**src/rtl/two_pulse_gate_drv.sv**
```systemverilog
module two_pulse_gate_drv #(
  parameter int PERIOD = 2400,
  parameter int PW     = 48,
  parameter int OW     = 16
) (
  input  logic          clk,
  input  logic          rst_n,
  input  logic          enable,
  input  logic [OW-1:0] offset_req,
  input  logic          offset_load,
  output logic          charge_pulse,
  output logic          discharge_pulse
);
  localparam int CW = $clog2(PERIOD);
  localparam logic [CW-1:0] LAST   = CW'(PERIOD - 1);
  localparam logic [CW-1:0] WSTART = CW'(PERIOD - PW);
  localparam logic [OW-1:0] OMAX   = OW'(PERIOD - 1);

  logic          active, run_b, pend, cwin;
  logic [CW-1:0] ca, cb, pval, act_off;

  wire [CW-1:0] req_c = (offset_req > OMAX) ? LAST : offset_req[CW-1:0];
  wire          wrap  = enable && active && (ca == LAST);
  wire          load  = wrap && (pend || !run_b);
  wire [CW-1:0] nval  = pend ? pval : act_off;
  wire [CW-1:0] cb_nx = (cb == LAST) ? '0 : cb + 1'b1;

  assign discharge_pulse = active && (ca >= WSTART);
  assign charge_pulse    = cwin && !discharge_pulse;

  always_ff @(posedge clk) begin
    if (!rst_n) begin
      active  <= 1'b0;
      run_b   <= 1'b0;
      cwin    <= 1'b0;
      ca      <= WSTART;
      cb      <= '0;
      act_off <= '0;
    end else if (!enable) begin
      active <= 1'b0;
      run_b  <= 1'b0;
      cwin   <= 1'b0;
      ca     <= WSTART;
      cb     <= '0;
    end else if (!active) begin
      active <= 1'b1;
    end else begin
      ca <= wrap ? '0 : ca + 1'b1;
      if (load) begin
        cb      <= nval;
        act_off <= nval;
        run_b   <= 1'b1;
        cwin    <= (nval == WSTART);
      end else begin
        cb   <= cb_nx;
        cwin <= run_b && ((cb_nx == WSTART) || (cwin && cb_nx != '0));
      end
    end
  end

  always_ff @(posedge clk) begin
    if (!rst_n) begin
      pend <= 1'b0;
      pval <= '0;
    end else begin
      if (load) pend <= 1'b0;
      if (offset_load) begin
        pend <= 1'b1;
        pval <= req_c;
      end
    end
  end
endmodule

```
**config.mk**
```make
export PLATFORM = sky130hd
export DESIGN_NAME = two_pulse_gate_drv
export DESIGN_NICKNAME = d
export VERILOG_FILES = /design/src/rtl/two_pulse_gate_drv.sv
export SDC_FILE = /design/constraint.sdc
export NUM_CORES = 1
export LEC_CHECK = 0
export BUFFER_PORTS_ARGS = -buffer_cell sky130_fd_sc_hd__buf_4
export CORE_MARGIN = 4
export CORE_UTILIZATION = 30
export DETAILED_ROUTE_END_ITERATION = 10
export GPL_TIMING_DRIVEN = 0
export PLACE_DENSITY = 0.48
export SYNTH_ARGS = -nofsm -noshare
export SYNTH_HDL_FRONTEND = slang
export SYNTH_SLANG_ARGS = --single-unit
```
**constraint.sdc**
```tcl
create_clock -name clk -period 3.3 [get_ports clk]
set_clock_uncertainty 0.1 [all_clocks]
set_input_delay 0.165 -clock clk [delete_from_list [all_inputs] [get_ports clk]]
set_output_delay 0.165 -clock clk [all_outputs]
set_load 0.03 [all_outputs]
```
# Word-level counts from Yosys, hierarchy flattened
# Index checks and enable logic that the tools add are counted.
[word_totals]
regBits = 52
inputBits = 20
out_inout_bits = 2
elab_cells = 41
[op_classes]
addsub = 2
order_cmp = 2
n_eq_ne = 4
mux = 9
n_reduce_logical = 16
[ops]
columns = ["op", "n"]
rows = [
  ["12-bit 2-to-1 mux", 5],
  ["12-bit equality test, second input constant", 4],
  ["12-bit by 1-bit adder with 12-bit output, second input constant", 2],
  ["16-bit by 12-bit greater-than comparator with 1-bit output, second input constant", 1],
  ["12-bit greater-or-equal comparator, second input constant", 1],
  ["12-bit nonzero test", 1],
  ["1-bit logical AND", 7],
  ["1-bit 2-to-1 mux", 4],
  ["2-bit AND reduction", 2],
  ["3-bit AND reduction", 1],
  ["1-bit logical NOT", 2],
  ["1-bit logical OR", 2],
  ["2-bit nonzero test", 1],
]

# Depth between registers and ports, before layout
# Gate-level depths: netlist of run 1.
[logic_depth]
ltp_word = 7
mapped_depth = 9
depth_no_buf = 7

# Worst setup path after synthesis of run 1
# No wires, ideal clock.
[synth_path]
path_kind = "register to register"
from = "register cb[0]"
to = "register cwin"
setup_time_ns = 0.081
t_arrival_ns = 2.174
required_time_ns = 3.119
path_slack_ns = 0.945
stages_incl_launch_ff = 8
n_path_buf = 0
synth_period_minus_slack_ns = 2.355
path_cell_list = "dfxtp_1 ha_1 and4_1 mux2_2 nor2_1 o311ai_1 or4_1 a41oi_1"
[synth_between]
elab_chain_len = 7
elab_cells_between_ends = 9
classes_between = "add/sub (1); eq/ne (2); mux (2); reduce/logical (4)"
[synth_rtl]
columns = ["element", "line", "rtl"]
rows = [
  ["from (decl)", "20", "logic [CW-1:0] ca, cb, pval, act_off;"],
  ["from (signal assigned)", "50", "cb <= nval;"],
  ["from (signal assigned)", "55", "cb <= cb_nx;"],
  ["12-bit by 1-bit adder with 12-bit output or 12-bit equality test (tied branches)", "26", "wire [CW-1:0] cb_nx = (cb == LAST) ? '0 : cb + 1'b1;"],
  ["12-bit 2-to-1 mux (*)", "26", ""],
  ["12-bit nonzero test", "56", "cwin <= run_b && ((cb_nx == WSTART) || (cwin && cb_nx != '0));"],
  ["1-bit logical AND", "56", ""],
  ["1-bit logical OR (*)", "56", ""],
  ["1-bit logical AND (*)", "56", ""],
  ["1-bit 2-to-1 mux (*)", "49", "if (load) begin"],
  ["to (signal assigned)", "53", "cwin <= (nval == WSTART);"],
  ["to (signal assigned)", "56", ""],
  ["to (decl)", "19", "logic active, run_b, pend, cwin;"],
]
# Mark *: on every way between the ends. The rest lies on a longest branch, timed or not.
# A chain may end at the register's enable or synchronous reset.

# Worst setup path in the final report of run 1
[layout_path]
from = "register ca[0]"
to = "register cwin"
[layout_between]
elab_chain_len = 4
[layout_rtl]
columns = ["element", "line", "rtl"]
rows = [
  ["from (decl)", "20", ""],
  ["from (signal assigned)", "48", "ca <= wrap ? '0 : ca + 1'b1;"],
  ["12-bit equality test", "23", "wire wrap = enable && active && (ca == LAST);"],
  ["1-bit logical AND", "23", ""],
  ["1-bit logical AND", "24", "wire load = wrap && (pend || !run_b);"],
  ["1-bit 2-to-1 mux", "49", ""],
]
# Every way passes these cells.

==> qor.yml, run 1 <==
pwr-share-seq: 0.566
ys.warnings.count: 0
synth_area_um2: 2820
portBuffers: 21
synth_cell_types: 57
finalNonFillerCells: 482
hold_path_class: "in -> reg"
design.core.area_um2: 9200
tritoncts: "built"
worstPathArrival_ps: 2860
gp_congestion: 0.794
nFillCells: 992
synth_common_cells: "dfxtp_1 (52), nand2_1 (49), nor2_1 (30)"
start_kind: "flip-flop"
antenna_found_initial: 0
cts_setup_buffers: 0
startpoint: "ca[0]"
ant_nets: 0
fin_ws_ps: 512
cts_buffers: 5
grtUsageTotal: 0.131
dp_slack_ps: 566
drc: 0
synth_fa_ha_area_frac: 0.0177
synth_compound_area_frac: 0.171
die_area_um2: 11000
post_cts_resized: 0
cts_num_sinks: 52
fp-row-count: 35
synthMuxAreaShare: 0.0545
required_ps: 3370
crit_type: "reg -> reg"
cts_root_buffer: "clkbuf_8"
period_needed_ps: 2790
power-per-cell-area_nw_per_um2: 356
synth_seq_cells: 52
status: "complete, no violations"
area_growth_pct: 14.0
yosysMostFrequentCell: "dfxtp_1"
start_util: 0.307
drt_iter0_drc: 120
yosys.area_share.xor_xnor: 0.0527
holdBufCountCts: 0
io_pins: 22
vias: 2427
r2r_start: "ca[0]"
maxCapViolCount: 0
synth_top_family_by_area: "simple AND/OR/NAND/NOR gates"
fin_crit_sh: 0.845
slew_viol_final: 0
switchingPower_mw: 0.248
avgSynthCellArea_um2: 8.21
ys.flop_type: "dfxtp_1"
worstHoldStart: "offset_req[9]"
synth_area_leaders: "dfxtp_1 (37%), nand2_1 (6.5%), mux2i_1 (4.3%)"
rsz0062_at_grt: "no"
synth_nets: 368
max_freq_mhz: 359
die_h_um: 105
overflow: 0
drive_gt1_frac: 0.148
synth_top_area_cell: "dfxtp_1"
via_per_inst: 5.04
h-tree-depth: 2
pwr-share-comb: 0.071
crit_path_max_fanout: 9
p_int_mw: 0.896
crit_path_end_kind: "flip-flop"
wl_per_cell_um: 14.4
tightest_slew_ps: 800
dr.pass1.iters: 4
cts.path.max_buffers: 2
n_antenna_cell: 0
clock_latency_ps: 300
ir_drop_uv: 187
swShare: 0.216
first_global_vias: 2361
synth_edf_count: 0
grt_max_degree: 15
setup_tns_ps: 0
dp.cells: 476
final_nets: 396
hold_viol_final: 0
synth-simple-area-share: 0.280
synthCells: 344
synth.top_cell.area_share: 0.369
async_flop_share: 0
seq_area_frac_synth: 0.369
setup_violations: 0
p_leak_nw: 1.14
die_w_um: 105
clk_pin_slew_ps: 100
clockPowerShare: 0.363
slew_headroom: 0.462
grt_pass1_wl_um: 11900
dp_hpwl_um: 5280
finalWirelength_um: 6960
[layer usage]
layer  wire [um]  vias to the layer above  global-route usage
met5           0                        -                   0
met4          82                        0              0.0309
met3         232                        7              0.0210
met2        3050                       44               0.211
met1        3600                     1112               0.184
li1            -                     1264                   -
[layout make-up]
cell class / count / area [um^2] / share of cell area
plain buffers: 22 / 119 / 0.0369
clock buffers: 5 / 68.8 / 0.0214
repair buffers: 21 / 158 / 0.0490
multi-input cells: 260 / 1630 / 0.505
inverters: 10 / 37.5 / 0.0117
well taps: 111 / 139 / 0.0432
flip-flops and latches: 52 / 1040 / 0.323
clock inverters: 1 / 30.0 / 0.00933
[stage by stage]
stage	power [mW]	hold WS, ps	utilization	cell area, um^2
after floorplan	0.706	219	-	2820
after global placement	0.745	329	0.339	3120
after detailed placement	0.745	334	0.339	3120
after CTS	1.16	16.0	0.350	3220
after global routing	1.20	23.6	0.350	3220
final	1.14	24.3	0.350	3220
[cells in the final DEF (no fill, tap or decap), drive strengths merged, types with 2 or more instances in the layout]
cell type / instances
a211oi: 3
a21boi: 7
a21oi: 22
and2: 6
and3: 2
buf: 32
clkbuf: 16
dfxtp: 52
ha: 4
inv: 10
mux2: 3
mux2i: 12
nand2: 49
nand2b: 8
nand3: 11
nand3b: 2
nand4: 9
nor2: 31
nor2b: 9
nor3: 6
nor4: 7
nor4b: 3
o211ai: 3
o21a: 2
o21ai: 17
o221a: 7
o22ai: 2
o311ai: 2
or4b: 2
xnor2: 9
xor2: 8
[final timing paths]
| kind | slack, ps | to | depth (start not counted) |
|---|---|---|---|
| worst min register to register | 370 | act_off[8] | 2 |
| worst max-delay path | 510 | cwin | 7 |
| worst min-delay path | 20 | pval[9] | 3 |
| worst max register to register | 510 | cwin | 7 |
[flip-flops by register name, summed over array words and instances (netlist names)]
signal	cells
act_off	12
ca	12
cb	12
pval	12
active	1
cwin	1
pend	1
run_b	1
[power by group through the flow]
| stage | registers [mW] | clock network (mW) | logic [mW] |
|---|---|---|---|
| CTS | 0.647 | 0.433 | 0.0829 |
| floorplan | 0.658 | 0 | 0.0480 |
| global placement | 0.662 | 0 | 0.0826 |
| detailed placement | 0.662 | 0 | 0.0828 |
| finish | 0.647 | 0.415 | 0.0815 |
| global route | 0.649 | 0.455 | 0.0911 |
[logic make-up after synthesis]
group	count (synthesis)
and+or+nand+nor	151
buffers and inverters	32
muxes	15
adders and majority gates	4
xor gates and xnor gates	17
AOI/OAI and AO/OA	73
DFF	52
[critical path, cell delays in order (launching register included)]
cell	delay [ps]
dfxtp_1	410
ha_1	190
nand4_1	280
nor4_2	760
nand2_1	380
and2_1	260
o311ai_0	110
a41oi_1	170
(Power assumes the default switching activity.)
==> run 2: changes to the inputs <==
Settings changed: ABC_AREA set to 1, PLACE_DENSITY 0.48 to 0.49.
Clock period 3.3 ns to 2.56 ns, I/O delays scaled along.
==> qor.yml, run 2 <==
status: "finished, violations left"
violations: "hold timing"
synth_edf_count: 0  # unchanged
final_cell_area_um2: 3200  # -0.62%
synth_nets: 439  # +19%
max_freq_mhz: 477  # +33%
period_needed_ps: 2100  # -693 ps
required_ps: 2660  # -710 ps
drt_iter0_drc: 136  # +13%
synth.top_cell.area_share: 0.381  # +0.0118
synth_area_leaders: "dfxtp_1 (38%), nand2_1 (17%), nor2_1 (5.9%)"
synth_area_um2: 2740  # -3.1%
cts_setup_buffers: 0  # unchanged
setup_violations: 0  # unchanged
maxCapViolCount: 0  # unchanged
cts_num_sinks: 52  # unchanged
p_total_mw: 1.47  # +29%
synth_common_cells: "nand2_1 (124), dfxtp_1 (52), nor2_1 (43)"
synth_seq_cells: 52  # unchanged
grt_max_degree: 15  # unchanged
synthCells: 415  # +21%
ys.warnings.count: 0  # unchanged
async_flop_share: 0  # unchanged
grtUsageTotal: 0.144  # +0.0127
holdBufCountCts: 8  # +8
synth_cell_types: 36  # -37%
wl_per_cell_um: 12.8  # -11%
h-tree-depth: 2  # unchanged
clk_pin_slew_ps: 90  # about the same
die_area_um2: 10700  # -2.9%
gp_congestion: 0.847  # +6.6%
layout_commonest_cell: "nand2_1"
finalNonFillerCells: 560  # +16%
tritoncts: "built"
die_w_um: 103  # -1.4%
ant_nets: 0  # unchanged
slew_headroom: 0.652  # +0.190
worstPathArrival_ps: 2190  # -670 ps
post_cts_resized: 0  # unchanged
yosysMostFrequentCell: "nand2_1"
r2r_slack_ps: 460  # -50 ps
p_leak_nw: 1.31  # +15%
synth_top_area_cell: "dfxtp_1"
cts_buffers: 5  # unchanged
power-per-cell-area_nw_per_um2: 461  # +30%
dr.pass1.iters: 7  # +3
ir_drop_uv: 323  # +73%
final_nets: 475  # +20%
ys.flop_type: "dfxtp_1"
dp.cells: 544  # +14%
portBuffers: 21  # unchanged
drc: 0  # unchanged
dp_hpwl_um: 5520  # +4.6%
holdWs_ps: -0.878  # -25.2 ps
grt_pass1_wl_um: 12300  # +3.5%
avgSynthCellArea_um2: 6.59  # -20%
finalWirelength_um: 7180  # +3.2%
hold_viol_final: 1  # +1
crit_path_max_fanout: 6  # -3
antenna_found_initial: 0  # unchanged
vias: 2692  # +11%
rsz0062_at_grt: "no"
fin_crit_sh: 0.818  # -0.0265
via_per_inst: 4.81  # -4.5%
placed_area_um2: 3030  # -2.9%
crit_type: "reg -> reg"
cts_root_buffer: "clkbuf_8"
final_cell_mix: "nand2_1 (124), dfxtp_1 (52), nor2_1 (43)"
cts.path.max_buffers: 2  # unchanged
fin_ws_ps: 465  # -46.8 ps
start_util: 0.311  # +0.00366
tightest_slew_ps: 522  # -279 ps
n_antenna_cell: 0  # unchanged
die_h_um: 103  # -1.4%
fp-row-count: 34  # -2.9%
crit_path_end_kind: "flip-flop"
area_growth_pct: 16.9
overflow: 0  # unchanged
setup_tns_ps: 0  # unchanged
seq_area_frac_synth: 0.381  # +0.0118
start_kind: "flip-flop"
drive_gt1_frac: 0.113  # -0.0354
dp_slack_ps: 474  # -92.2 ps
design.core.area_um2: 8810  # -4.2%
first_global_vias: 2518  # +6.6%
clock_latency_ps: 300  # about the same
final_util: 0.363  # +0.0132
slew_viol_final: 0  # unchanged
io_pins: 22  # unchanged
hold_path_class: "in -> reg"
run 2: changes by cell type after synthesis, sizes merged, moves of 8 or more:
cell / before / now
inv: 10 / 40
o21ai: 17 / 30
mux2i: 12 / 1
xnor2: 9 / 0
nand3: 11 / 27
nand2: 49 / 127
a31oi: 1 / 11
nor2b: 9 / 0
nand2b: 8 / 0
a21oi: 22 / 32
nor2: 31 / 48
run 2: kinds of logic (layout without fill, tap and decap cells):
group                      Yosys count  in the layout  synth area share
and+or+nand+nor                    222            222             0.350
AOI/OAI and AO/OA                   79             79             0.158
buffers and inverters               54             91            0.0801
DFF                                 52             52             0.381
adders and majority gates            4              4            0.0183
xor gates and xnor gates             3              3           0.00961
muxes                                1              1           0.00366
run 2: path summary, 6_finish.rpt:
kind | to | startpoint | depth (start not counted)
setup / recovery | cwin | cb[1] | 12
hold / removal | pval[1] | offset_req[1] | 3
setup reg to reg | cwin | cb[1] | 12
hold reg to reg | act_off[0] | act_off[0] | 2
run 2: critical path, cell delays in order (launching register included):
cell and delay [ps]:
dfxtp_1 430, ha_1 280, nand2_2 110, nor2_4 210
nand3_1 230, nand2_1 130, nor2_2 60, nor2_1 100
nand3_1 110, nand2_1 70, nand2_1 50, nand2_1 60
a21oi_2 50
run 2: power breakdown:
group | internal [mW] | switching, mW
registers | 0.829 | 0.0174
clock network | 0.221 | 0.262
logic | 0.0612 | 0.0824
total | 1.11 | 0.362
run 2: layer usage:
layer	routed length, um	part of all wire	GRT usage	vias to the layer above
met5	0	0	0	-
met4	54	0.0075	0.0239	0
met3	198	0.028	0.0228	7
met2	3070	0.43	0.219	48
met1	3860	0.54	0.217	1215
li1	-	-	-	1422
run 2: cell type report:
type,instances,area (um^2)
Fill cell,947,5610
Timing Repair Buffer,29,238
Clock buffer,8,90.1
Multi-Input combinational cell,309,1480
Tap cell,108,135
Sequential cell,52,1040
Buffer,13,65.1
Inverter,41,154
